`src/rtl/maf_pkg.sv`:
```
package maf_pkg;
  localparam int ADDR_W = 32;
  localparam int BLK_OFF = 5;
  localparam int QW_W = BLK_OFF - 3;
  localparam int BLK_W = ADDR_W - BLK_OFF;

  typedef logic [ADDR_W-1:0] addr_t;
  typedef logic [BLK_W-1:0] blk_t;

  function automatic blk_t blk_of(addr_t a);
    return a[ADDR_W-1:BLK_OFF];
  endfunction

  function automatic logic [QW_W-1:0] qw_of(addr_t a);
    return a[BLK_OFF-1:3];
  endfunction

  function automatic addr_t blk_base(blk_t b);
    return {b, {BLK_OFF{1'b0}}};
  endfunction
endpackage

```
`src/rtl/maf_pick_low.sv`:
```
module maf_pick_low #(
  parameter int N = 6,
  parameter int IW = $clog2(N)
) (
  input  logic [N-1:0]  req,
  output logic          hit,
  output logic [IW-1:0] idx
);
  always_comb begin
    hit = 1'b0;
    idx = '0;
    for (int i = N - 1; i >= 0; i--) begin
      if (req[i]) begin
        hit = 1'b1;
        idx = IW'(i);
      end
    end
  end
endmodule

```
`src/rtl/maf_ifetch_part.sv`:
```
module maf_ifetch_part
  import maf_pkg::*;
#(
  parameter int N = 4,
  parameter int BASE = 6,
  parameter int TAG_W = 4
) (
  input  logic             clk,
  input  logic             rst_n,
  input  logic             miss_valid,
  input  addr_t            miss_addr,
  output logic             stall,
  output logic             pend_hit,
  output logic [TAG_W-1:0] pend_tag,
  output addr_t            pend_addr,
  input  logic             grant,
  input  logic             fill_valid,
  input  logic [TAG_W-1:0] fill_tag,
  output logic             done_valid,
  output addr_t            done_addr
);
  localparam int IW = $clog2(N);

  logic [N-1:0] vld, iss;
  blk_t         blk [N];
  logic         fr_hit, pd_hit;
  logic [IW-1:0] fr_idx, pd_idx, fl_idx;
  logic [TAG_W-1:0] rel;
  logic         fl_in;
  logic         take;

  maf_pick_low #(.N(N)) u_free (.req(~vld), .hit(fr_hit), .idx(fr_idx));
  maf_pick_low #(.N(N)) u_pend (.req(vld & ~iss), .hit(pd_hit), .idx(pd_idx));

  assign take      = miss_valid && fr_hit;
  assign stall     = miss_valid && !fr_hit;
  assign pend_hit  = pd_hit;
  assign pend_tag  = TAG_W'(BASE) + TAG_W'(pd_idx);
  assign pend_addr = blk_base(blk[pd_idx]);

  assign rel        = fill_tag - TAG_W'(BASE);
  assign fl_in      = fill_valid && (fill_tag >= TAG_W'(BASE)) && (rel < TAG_W'(N));
  assign fl_idx     = rel[IW-1:0];
  assign done_valid = fl_in && vld[fl_idx];
  assign done_addr  = blk_base(blk[fl_idx]);

  for (genvar i = 0; i < N; i++) begin : g_ent
    always_ff @(posedge clk or negedge rst_n) begin
      if (!rst_n) begin
        vld[i] <= 1'b0;
        iss[i] <= 1'b0;
        blk[i] <= '0;
      end else begin
        if (take && fr_idx == IW'(i)) begin
          vld[i] <= 1'b1;
          iss[i] <= 1'b0;
          blk[i] <= blk_of(miss_addr);
        end
        if (grant && pd_idx == IW'(i)) iss[i] <= 1'b1;
        if (done_valid && fl_idx == IW'(i)) vld[i] <= 1'b0;
      end
    end
  end
endmodule

```
`src/rtl/load_merge_maf.sv`:
```
module load_merge_maf
  import maf_pkg::*;
#(
  parameter int LD_N = 6,
  parameter int IF_N = 4,
  parameter int SLOTS = 4,
  parameter int REG_W = 5,
  parameter int FMT_W = 3,
  parameter int TAG_W = $clog2(LD_N + IF_N)
) (
  input  logic             clk,
  input  logic             rst_n,
  input  logic             ld_miss_valid,
  input  logic [31:0]      ld_miss_addr,
  input  logic [REG_W-1:0] ld_miss_reg,
  input  logic [FMT_W-1:0] ld_miss_fmt,
  output logic             ld_stall,
  input  logic             if_miss_valid,
  input  logic [31:0]      if_miss_addr,
  output logic             if_stall,
  output logic             req_valid,
  input  logic             req_ready,
  output logic [TAG_W-1:0] req_tag,
  output logic [31:0]      req_addr,
  input  logic             fill_valid,
  input  logic [TAG_W-1:0] fill_tag,
  output logic             cpl_valid,
  output logic [REG_W-1:0] cpl_reg,
  output logic [FMT_W-1:0] cpl_fmt,
  output logic [1:0]       cpl_qw,
  output logic             if_cpl_valid,
  output logic [31:0]      if_cpl_addr
);
  localparam int IW    = $clog2(LD_N);
  localparam int CNT_W = $clog2(SLOTS + 1);
  localparam int PTR_W = $clog2(SLOTS);

  // entry state
  logic [LD_N-1:0]  e_vld, e_iss, e_fill;
  blk_t             e_blk [LD_N];
  logic [CNT_W-1:0] e_cnt [LD_N];
  logic [PTR_W-1:0] e_ptr [LD_N];
  logic [REG_W-1:0] s_reg [LD_N][SLOTS];
  logic [FMT_W-1:0] s_fmt [LD_N][SLOTS];
  logic [QW_W-1:0]  s_qw  [LD_N][SLOTS];

  // named events
  logic [LD_N-1:0] mergeable, fill_vec;
  logic            mg_hit, fr_hit, pd_hit, cp_hit;
  logic [IW-1:0]   mg_idx, fr_idx, pd_idx, cp_idx;
  logic            ld_merge, ld_alloc, ld_grant, if_grant, cp_last;
  logic            ifp_hit;
  logic [TAG_W-1:0] ifp_tag;
  addr_t           ifp_addr;

  for (genvar i = 0; i < LD_N; i++) begin : g_cmp
    assign mergeable[i] = e_vld[i] && !e_iss[i] &&
                          (e_blk[i] == blk_of(ld_miss_addr)) &&
                          (e_cnt[i] < CNT_W'(SLOTS));
    assign fill_vec[i]  = fill_valid && (fill_tag == TAG_W'(i));
  end

  maf_pick_low #(.N(LD_N)) u_merge (.req(mergeable),       .hit(mg_hit), .idx(mg_idx));
  maf_pick_low #(.N(LD_N)) u_free  (.req(~e_vld),          .hit(fr_hit), .idx(fr_idx));
  maf_pick_low #(.N(LD_N)) u_pend  (.req(e_vld & ~e_iss),  .hit(pd_hit), .idx(pd_idx));
  maf_pick_low #(.N(LD_N)) u_cpl   (.req(e_fill),          .hit(cp_hit), .idx(cp_idx));

  assign ld_merge = ld_miss_valid && mg_hit;
  assign ld_alloc = ld_miss_valid && !mg_hit && fr_hit;
  assign ld_stall = ld_miss_valid && !mg_hit && !fr_hit;

  assign req_valid = pd_hit || ifp_hit;
  assign req_tag   = pd_hit ? TAG_W'(pd_idx) : ifp_tag;
  assign req_addr  = pd_hit ? blk_base(e_blk[pd_idx]) : ifp_addr;
  assign ld_grant  = req_ready && pd_hit;
  assign if_grant  = req_ready && !pd_hit && ifp_hit;

  assign cpl_valid = cp_hit;
  assign cpl_reg   = s_reg[cp_idx][e_ptr[cp_idx]];
  assign cpl_fmt   = s_fmt[cp_idx][e_ptr[cp_idx]];
  assign cpl_qw    = s_qw[cp_idx][e_ptr[cp_idx]];
  assign cp_last   = (CNT_W'(e_ptr[cp_idx]) + CNT_W'(1)) == e_cnt[cp_idx];

  for (genvar i = 0; i < LD_N; i++) begin : g_ent
    logic alloc_me, merge_me, cpl_me;
    assign alloc_me = ld_alloc && fr_idx == IW'(i);
    assign merge_me = ld_merge && mg_idx == IW'(i);
    assign cpl_me   = cp_hit && cp_idx == IW'(i);

    always_ff @(posedge clk or negedge rst_n) begin
      if (!rst_n) begin
        e_vld[i]  <= 1'b0;
        e_iss[i]  <= 1'b0;
        e_fill[i] <= 1'b0;
        e_blk[i]  <= '0;
        e_cnt[i]  <= '0;
        e_ptr[i]  <= '0;
      end else begin
        if (alloc_me) begin
          e_vld[i]  <= 1'b1;
          e_iss[i]  <= 1'b0;
          e_fill[i] <= 1'b0;
          e_blk[i]  <= blk_of(ld_miss_addr);
          e_cnt[i]  <= CNT_W'(1);
          e_ptr[i]  <= '0;
        end else if (merge_me) begin
          e_cnt[i] <= e_cnt[i] + CNT_W'(1);
        end
        if (ld_grant && pd_idx == IW'(i)) e_iss[i] <= 1'b1;
        if (fill_vec[i] && e_vld[i] && e_iss[i]) e_fill[i] <= 1'b1;
        if (cpl_me) begin
          if (cp_last) begin
            e_vld[i]  <= 1'b0;
            e_iss[i]  <= 1'b0;
            e_fill[i] <= 1'b0;
          end else begin
            e_ptr[i] <= e_ptr[i] + PTR_W'(1);
          end
        end
      end
    end

    always_ff @(posedge clk) begin
      if (alloc_me || merge_me) begin
        s_reg[i][alloc_me ? '0 : e_cnt[i][PTR_W-1:0]] <= ld_miss_reg;
        s_fmt[i][alloc_me ? '0 : e_cnt[i][PTR_W-1:0]] <= ld_miss_fmt;
        s_qw[i][alloc_me ? '0 : e_cnt[i][PTR_W-1:0]]  <= qw_of(ld_miss_addr);
      end
    end
  end

  maf_ifetch_part #(.N(IF_N), .BASE(LD_N), .TAG_W(TAG_W)) u_ifp (
    .clk        (clk),
    .rst_n      (rst_n),
    .miss_valid (if_miss_valid),
    .miss_addr  (if_miss_addr),
    .stall      (if_stall),
    .pend_hit   (ifp_hit),
    .pend_tag   (ifp_tag),
    .pend_addr  (ifp_addr),
    .grant      (if_grant),
    .fill_valid (fill_valid),
    .fill_tag   (fill_tag),
    .done_valid (if_cpl_valid),
    .done_addr  (if_cpl_addr)
  );
endmodule

```
`config.mk`:
```
export PLATFORM = sky130hd
export DESIGN_NAME = load_merge_maf
export DESIGN_NICKNAME = d
export VERILOG_FILES = /design/src/rtl/maf_pkg.sv /design/src/rtl/maf_pick_low.sv /design/src/rtl/maf_ifetch_part.sv /design/src/rtl/load_merge_maf.sv
export SDC_FILE = /design/constraint.sdc
export NUM_CORES = 1
export LEC_CHECK = 0
export BUFFER_PORTS_ARGS = -buffer_cell sky130_fd_sc_hd__buf_4
export CORE_UTILIZATION = 28
export CTS_BUF_LIST = sky130_fd_sc_hd__clkbuf_16
export CTS_CLUSTER_SIZE = 12
export DETAILED_ROUTE_END_ITERATION = 10
export HOLD_SLACK_MARGIN = 0.05
export PLACE_DENSITY = 0.4
export SLEW_MARGIN = 20
export SYNTH_ARGS = -nofsm -noshare
export SYNTH_HDL_FRONTEND = slang
export SYNTH_SLANG_ARGS = --single-unit
```
`constraint.sdc`:
```
create_clock -name clk -period 5 [get_ports clk]
set_input_delay 0.75 -clock clk [delete_from_list [all_inputs] [get_ports clk]]
set_output_delay 0.75 -clock clk [all_outputs]
set_load 0.01 [all_outputs]
```
After elaboration in Yosys (flattened, before gate mapping). Memory sizes are Yosys's and may differ from the RTL's. Index checks and enable logic that the tools add are counted.

$add $sub $neg: 15. $mul: 0. Div/mod/pow operators: 0. Magnitude comparators: 26. Eq/ne operators: 41. Shift operators: 0. Muxes and demuxes: 315. Bitwise logic cells: 17. Reduce and logical (&&, ||, !) cells: 144.

Operators by type and width (number): $mux 20 (16); $mux 12 (16); $mux 3 (61); $eq 27x27->1 (6); $mux 27 (6); $mux 8 (16); $mux 1 (121); $bmux 27 s2 (2); $reduce_or 20->1 (5); $logic_and 1x1->1 (90); $mux 2 (42); $bmux 27 s3 (1); $demux 5 s2 (6); $reduce_or 12->1 (5); $mux 5 (8); $reduce_or 8->1 (5); $demux 3 s2 (6); $mux 32 (1); $reduce_bool 2->1 (14); $ge 3x3->1 const B (9); $not 2->3 (9); $demux 2 s2 (6); $eq 3x2->1 const B (8); $eq 3x3->1 const B (8); other kinds (35) (91).

Register bits after elaboration: 326. Bits in latches: 0. Bits in writable memories: 240. ROM bits: 0. Input port bits: 82. Output and inout bits: 83. Logic and storage cells: 609. Memories: 3.

Memories: s_reg (depth 6, width 20, rd ports 1, clocked after Yosys merged registers in 0, write ports 1, line load_merge_maf.sv:43) `logic [REG_W-1:0] s_reg [LD_N][SLOTS];`; s_fmt (depth 6, width 12, rd ports 1, clocked after Yosys merged registers in 0, write ports 1, line load_merge_maf.sv:44) `logic [FMT_W-1:0] s_fmt [LD_N][SLOTS];`; s_qw (depth 6, width 8, rd ports 1, clocked after Yosys merged registers in 0, write ports 1, line load_merge_maf.sv:45) `logic [QW_W-1:0] s_qw [LD_N][SLOTS];`.

Logic depth before layout (Yosys ltp).
Word-level depth: 27. Gate-level depth with buffers: 16. Gate-level depth less buffers: 11.

Hierarchy. A second synthesis with hierarchy kept.

Cell total of the unflattened synthesis: 2238. Area, all modules: 27970.6 um2.

Modules (own cells, without submodules): load_merge_maf (times used 1, cells each 1827, area an instance 21664.5 um2, seq. area each 12462.0 um2); maf_ifetch_part (times used 1, cells each 357, area an instance 6005.8 um2, seq. area each 2902.8 um2); maf_pick_low at u_cpl ... (times used 4, cells each 10, area an instance 57.6 um2, seq. area each 0.0 um2); maf_pick_low at u_ifp.u_free ... (times used 2, cells each 7, area an instance 35.0 um2, seq. area each 0.0 um2).

Worst setup path before layout. OpenSTA, ideal clock, no wires.

Path kind: input-to-reg. Start point: input port ld_miss_addr[20]. End point: memory s_fmt[5][6] in the netlist's numbering, enable pin. Setup time: 0.404 ns. Arrival time: 3.465 ns. Data required time: 4.596 ns. Path slack: 1.131 ns. Cell stages on the path: 10. Path buffers: 2. Cell sequence: buf_2 -> xor2_1 -> nor4_1 -> nand3_1 -> o41a_1 -> and3_1 -> buf_4 -> nand3_2 -> nor2_1 -> nor4_1.

Cells in the longest elaborated chain, start to end: 26. Elaborated cells on any way between the ends: 127. Classes of those cells: order compare: 12; eq/ne: 11; mux: 52; bitwise: 6; reduce/logical: 46.

Ends and longest elaborated chain: start: declaration (line load_merge_maf.sv:14) `input logic [31:0] ld_miss_addr,`; $eq 27x27->1 (line load_merge_maf.sv:58) `(e_blk[i] == blk_of(ld_miss_addr)) &&`; $logic_and 1x1->1 (line load_merge_maf.sv:57) `assign mergeable[i] = e_vld[i] && !e_iss[i] &&`; $logic_and 1x1->1 (line load_merge_maf.sv:58); $mux 1 (6 in a row) (line maf_pick_low.sv:13) `if (req[i]) begin`; $logic_not 1->1 (line load_merge_maf.sv:69) `assign ld_alloc = ld_miss_valid && !mg_hit && fr_hit;`; $logic_and 1x1->1 (2 in a row) (line load_merge_maf.sv:69); $logic_and 1x1->1 (line load_merge_maf.sv:86) `assign alloc_me = ld_alloc && fr_idx == IW'(i);`; $mux 2 (line load_merge_maf.sv:126) `s_fmt[i][alloc_me ? '0 : e_cnt[i][PTR_W-1:0]] <= ld_miss_fmt;`; $not 2->3 (line load_merge_maf.sv:126); $ge 3x3->1 (implied by the code) / $lt 3x1->1 (equally long branches) (line load_merge_maf.sv:126); $logic_and 1x1->1 (implied by the code) (line load_merge_maf.sv:126); $mux 3 (line load_merge_maf.sv:126); $demux 3 s2 (line load_merge_maf.sv:126); $mux 12 (line load_merge_maf.sv:126); $reduce_or 12->1 (no line); $mux 3 (no line) / $mux 12 (equally long branches) (5 in a row); end: declaration (line load_merge_maf.sv:44).

Several ways; a longest one is shown, not always the timed one.

Worst setup path in the final report.
Start point: register e_fill[1]. End point: output port cpl_fmt[0].

Cells in the longest elaborated chain, start to end: 10. Elaborated cells on any way between the ends: 11. Classes of those cells: mux: 8; bitwise: 2; memory: 1.

Ends and longest elaborated chain: start: declaration (line load_merge_maf.sv:39) `logic [LD_N-1:0] e_vld, e_iss, e_fill;`; start signal: indexed assignment (line load_merge_maf.sv:94) `e_fill[i] <= 1'b0;`; start signal: indexed assignment (line load_merge_maf.sv:102) `e_fill[i] <= 1'b0;`; start signal: indexed assignment (line load_merge_maf.sv:110) `if (fill_vec[i] && e_vld[i] && e_iss[i]) e_fill[i] <= 1'b1;`; $mux 3 * (2 in a row) (line maf_pick_low.sv:13); $not 3->4 (implied by the code) (line load_merge_maf.sv:80) `assign cpl_fmt = s_fmt[cp_idx][e_ptr[cp_idx]];`; $bmux 2 s3 (line load_merge_maf.sv:80); $mux 2 (implied by the code) (2 in a row) (line load_merge_maf.sv:80); $not 2->3 (implied by the code) (line load_merge_maf.sv:80); $bmux 3 s2 * (line load_merge_maf.sv:80); $mux 3 (implied by the code) * (2 in a row) (line load_merge_maf.sv:80); end: declaration (line load_merge_maf.sv:29) `output logic [FMT_W-1:0] cpl_fmt,`.

Mark *: on every way between the ends. The rest lies on a longest branch, timed or not. The select of a mux whose other input is x is not followed.

==> impl_metrics.json <==
{
  "status": "complete, no violations",
  "synth_most_common_cell": "nand2_1",
  "r2r_slack_ps": 800,
  "finalCritPeriodShare_pct": 94.2,
  "pin_count": 165,
  "num-nets-final": 2627,
  "reg2regPathDepth": 12,
  "drtIter0Drc": 1251,
  "area_delta_synth_final_pct": 17.2,
  "die_y_um": 321,
  "power_density_mw_per_mm2": 721,
  "setup-tns-final_ps": 0,
  "cts_max_level": 3,
  "start_kind": "register",
  "crit_slowest_cell": "dfrtp_1",
  "wl_per_cell_um": 24.5,
  "path_clk_slew_ps": 50,
  "ys_types": 82,
  "synth-edff-count": 240,
  "hold_class": "in2async",
  "ctsLongestPathBuffers": 3,
  "seq_area_frac_synth_pct": 54.0,
  "via_per_inst": 5.03,
  "hpwl_um": 64900,
  "cts-root-buf": "clkbuf_16",
  "cp.arrival_ps": 3960,
  "crit_cells": 11,
  "hold_violations": 0,
  "grt_remaining_overflow": 0,
  "fmax_mhz": 212,
  "tightest_slew_ps": 1040,
  "final_layout_size_suffix_gt1_share_pct": 25.2,
  "netlist_top_cells_count": "nand2_1 (410), dfrtp_1 (326), mux2_2 (276)",
  "post-route-min-period_ps": 4710,
  "rsz0062_at_grt": "no",
  "portBuffers": 146,
  "wl_um": 96600,
  "grt_use_total_pct": 18.7,
  "synth_flop_cell": "dfrtp_1",
  "vdd_drop_max_uv": 537,
  "rr_startpoint": "e_fill[1]",
  "synth_area_leader_cell": "dfrtp_1",
  "slowest_delay_ps": 640,
  "vias": 19849,
  "cp_common_cell": "buf_4",
  "final_area_mm2": 0.0333,
  "grt_pass1_wl_um": 141000,
  "maxCapViolCount": 0,
  "path_cells": "and2b_1 > a211oi_4 > buf_4 > nand2_1 > a21oi_1 > a31oi_2 > buf_4 > a311oi_1 > a311oi_1 > a31oi_1 > buf_4",
  "cts.sinks": 566,
  "die_x_um": 321,
  "die-area_mm2": 0.103,
  "cts_repair_resize_count": 0,
  "grt_max_degree": 111,
  "p_leak_nw": 13.1,
  "async_reset_ff_share_pct": 57.6,
  "synth.avg_cell_area_um2": 11.8,
  "clk-insertion-delay-late_ps": 620,
  "antenna_found_initial": 8,
  "ant_nets": 0,
  "gp_congestion": 0.825,
  "setup_viol": 0,
  "synth_area_leaders": "dfrtp_1 (29%), edfxtp_1 (25%), mux2_2 (11%), nand2_1 (5.4%), xnor2_1 (3.9%)",
  "yosysWarnings": 0,
  "power_w": 0.0240,
  "max-slew-margin-rel_pct": 30.2,
  "holdBufCountCts": 0,
  "floorplan.initialDensity_pct": 28.3,
  "worst-setup-path-type": "reg2out",
  "largest_reg_flops": 162,
  "core_area_mm2": 0.100,
  "drc_errors": 0,
  "grt_pass1_vias": 20254,
  "cts_setup_buffers": 0,
  "cts-buffers-inserted": 69,
  "netlist_instances": 2420,
  "maxSlewViolCount": 0,
  "finClkSkew_ps": 27.1,
  "crit_path_end_kind": "output pin",
  "place_area_mm2": 0.0312,
  "path_delay_family": "compound AO/OA/AOI/OAI gates",
  "path_max_fanout": 30,
  "r2r_end": "e_ptr[10]",
  "drtPass1Iterations": 7,
  "rows": 116,
  "crit_buf_inv": 3,
  "ys_ff_latch": 566,
  "required_ps": 4250,
  "cts_tree": "built",
  "synth_top_area_share_pct": 28.7,
  "synth_area_mm2": 0.0284
}
## cells by family after synthesis
kind of cell	share of synthesized area (%)
xor gates and xnor gates	5.26
other	0.0132
and+or+nand+nor	12.4
muxes	17.0
buffers and inverters	3.36
DFF	54.0
AOI/OAI and AO/OA	7.65
adders and majority gates	0.352
## routing by layer
metal | track usage [%] | up-vias | routed length [µm]
li1 | - | 9066 | -
met1 | 24.2 | 10226 | 42400
met2 | 31.1 | 409 | 46800
met3 | 3.25 | 136 | 3990
met4 | 6.86 | 12 | 3350
met5 | 0 | - | 76
## layout by cell type (no fill, tap or decap), types with 26 or more instances in the layout
cell type	netlist	final
mux4_2	28	28
mux2_2	276	276
nand2_1	410	410
xor2_1	43	43
a21oi_1	63	61
buf_4	21	204
dfrtp_1	326	326
edfxtp_1	240	240
mux2i_1	80	80
nand3_1	79	78
o22ai_1	26	26
nor2_1	62	57
nand4_1	60	60
inv_1	23	47
clkbuf_16	0	73
o21ai_0	75	73
xnor2_1	126	126
## power breakdown
part           internal [W]  switching (W)  leakage [nW]
Sequential          0.00610        0.00114          6.09
Combinational       0.00486        0.00723          5.87
Clock               0.00268        0.00202          1.11
## metrics by stage
stage | util [%] | std cells | setup slack, ps | hold WS [ps]
2_1_floorplan | - | 2429 | 1130 | 440
4_1_cts | 33.1 | 3944 | 227 | 155
5_1_grt | 33.2 | 3946 | 136 | 192
6_report | 33.2 | 3946 | 290 | 126
3_5_place_dp | 31.1 | 3822 | 623 | 467
3_3_place_gp | 31.1 | 3822 | 623 | 459
## worst register-to-register path, cell delays in order (launching register included)
cell and delay, ps:
dfrtp_1 640, and2b_1 310, a211oi_4 290, buf_4 260
nand2_1 80, a21oi_1 280, a31oi_2 70, inv_1 410
ha_1 330, xor2_1 220, nor3_2 640, nand2b_1 230
mux2_2 350
## how the worst max path moves through the flow
stage	end	start	slack, ps
6_report	cpl_fmt[0]	e_fill[1]	290
5_1_grt	cpl_reg[3]	e_fill[0]	140
4_1_cts	cpl_fmt[0]	e_fill[1]	230
3_5_place_dp	s_reg[5][16]	ld_miss_addr[13]	620
3_3_place_gp	s_fmt[5][11]	ld_miss_addr[13]	620
2_1_floorplan	s_fmt[5][6]	ld_miss_addr[20]	1130
## cell type report
type,instances,area [µm²]
fillers,10174,67100
diodes,1,2.50
flip-flops and latches,566,15400
clock inverters,49,255
repair buffers,217,1790
inverters,24,90.1
well taps,1357,1700
multi-input cells,1659,12300
clock buffers,73,1830
Note: power is estimated with default switching activity, not from simulation.
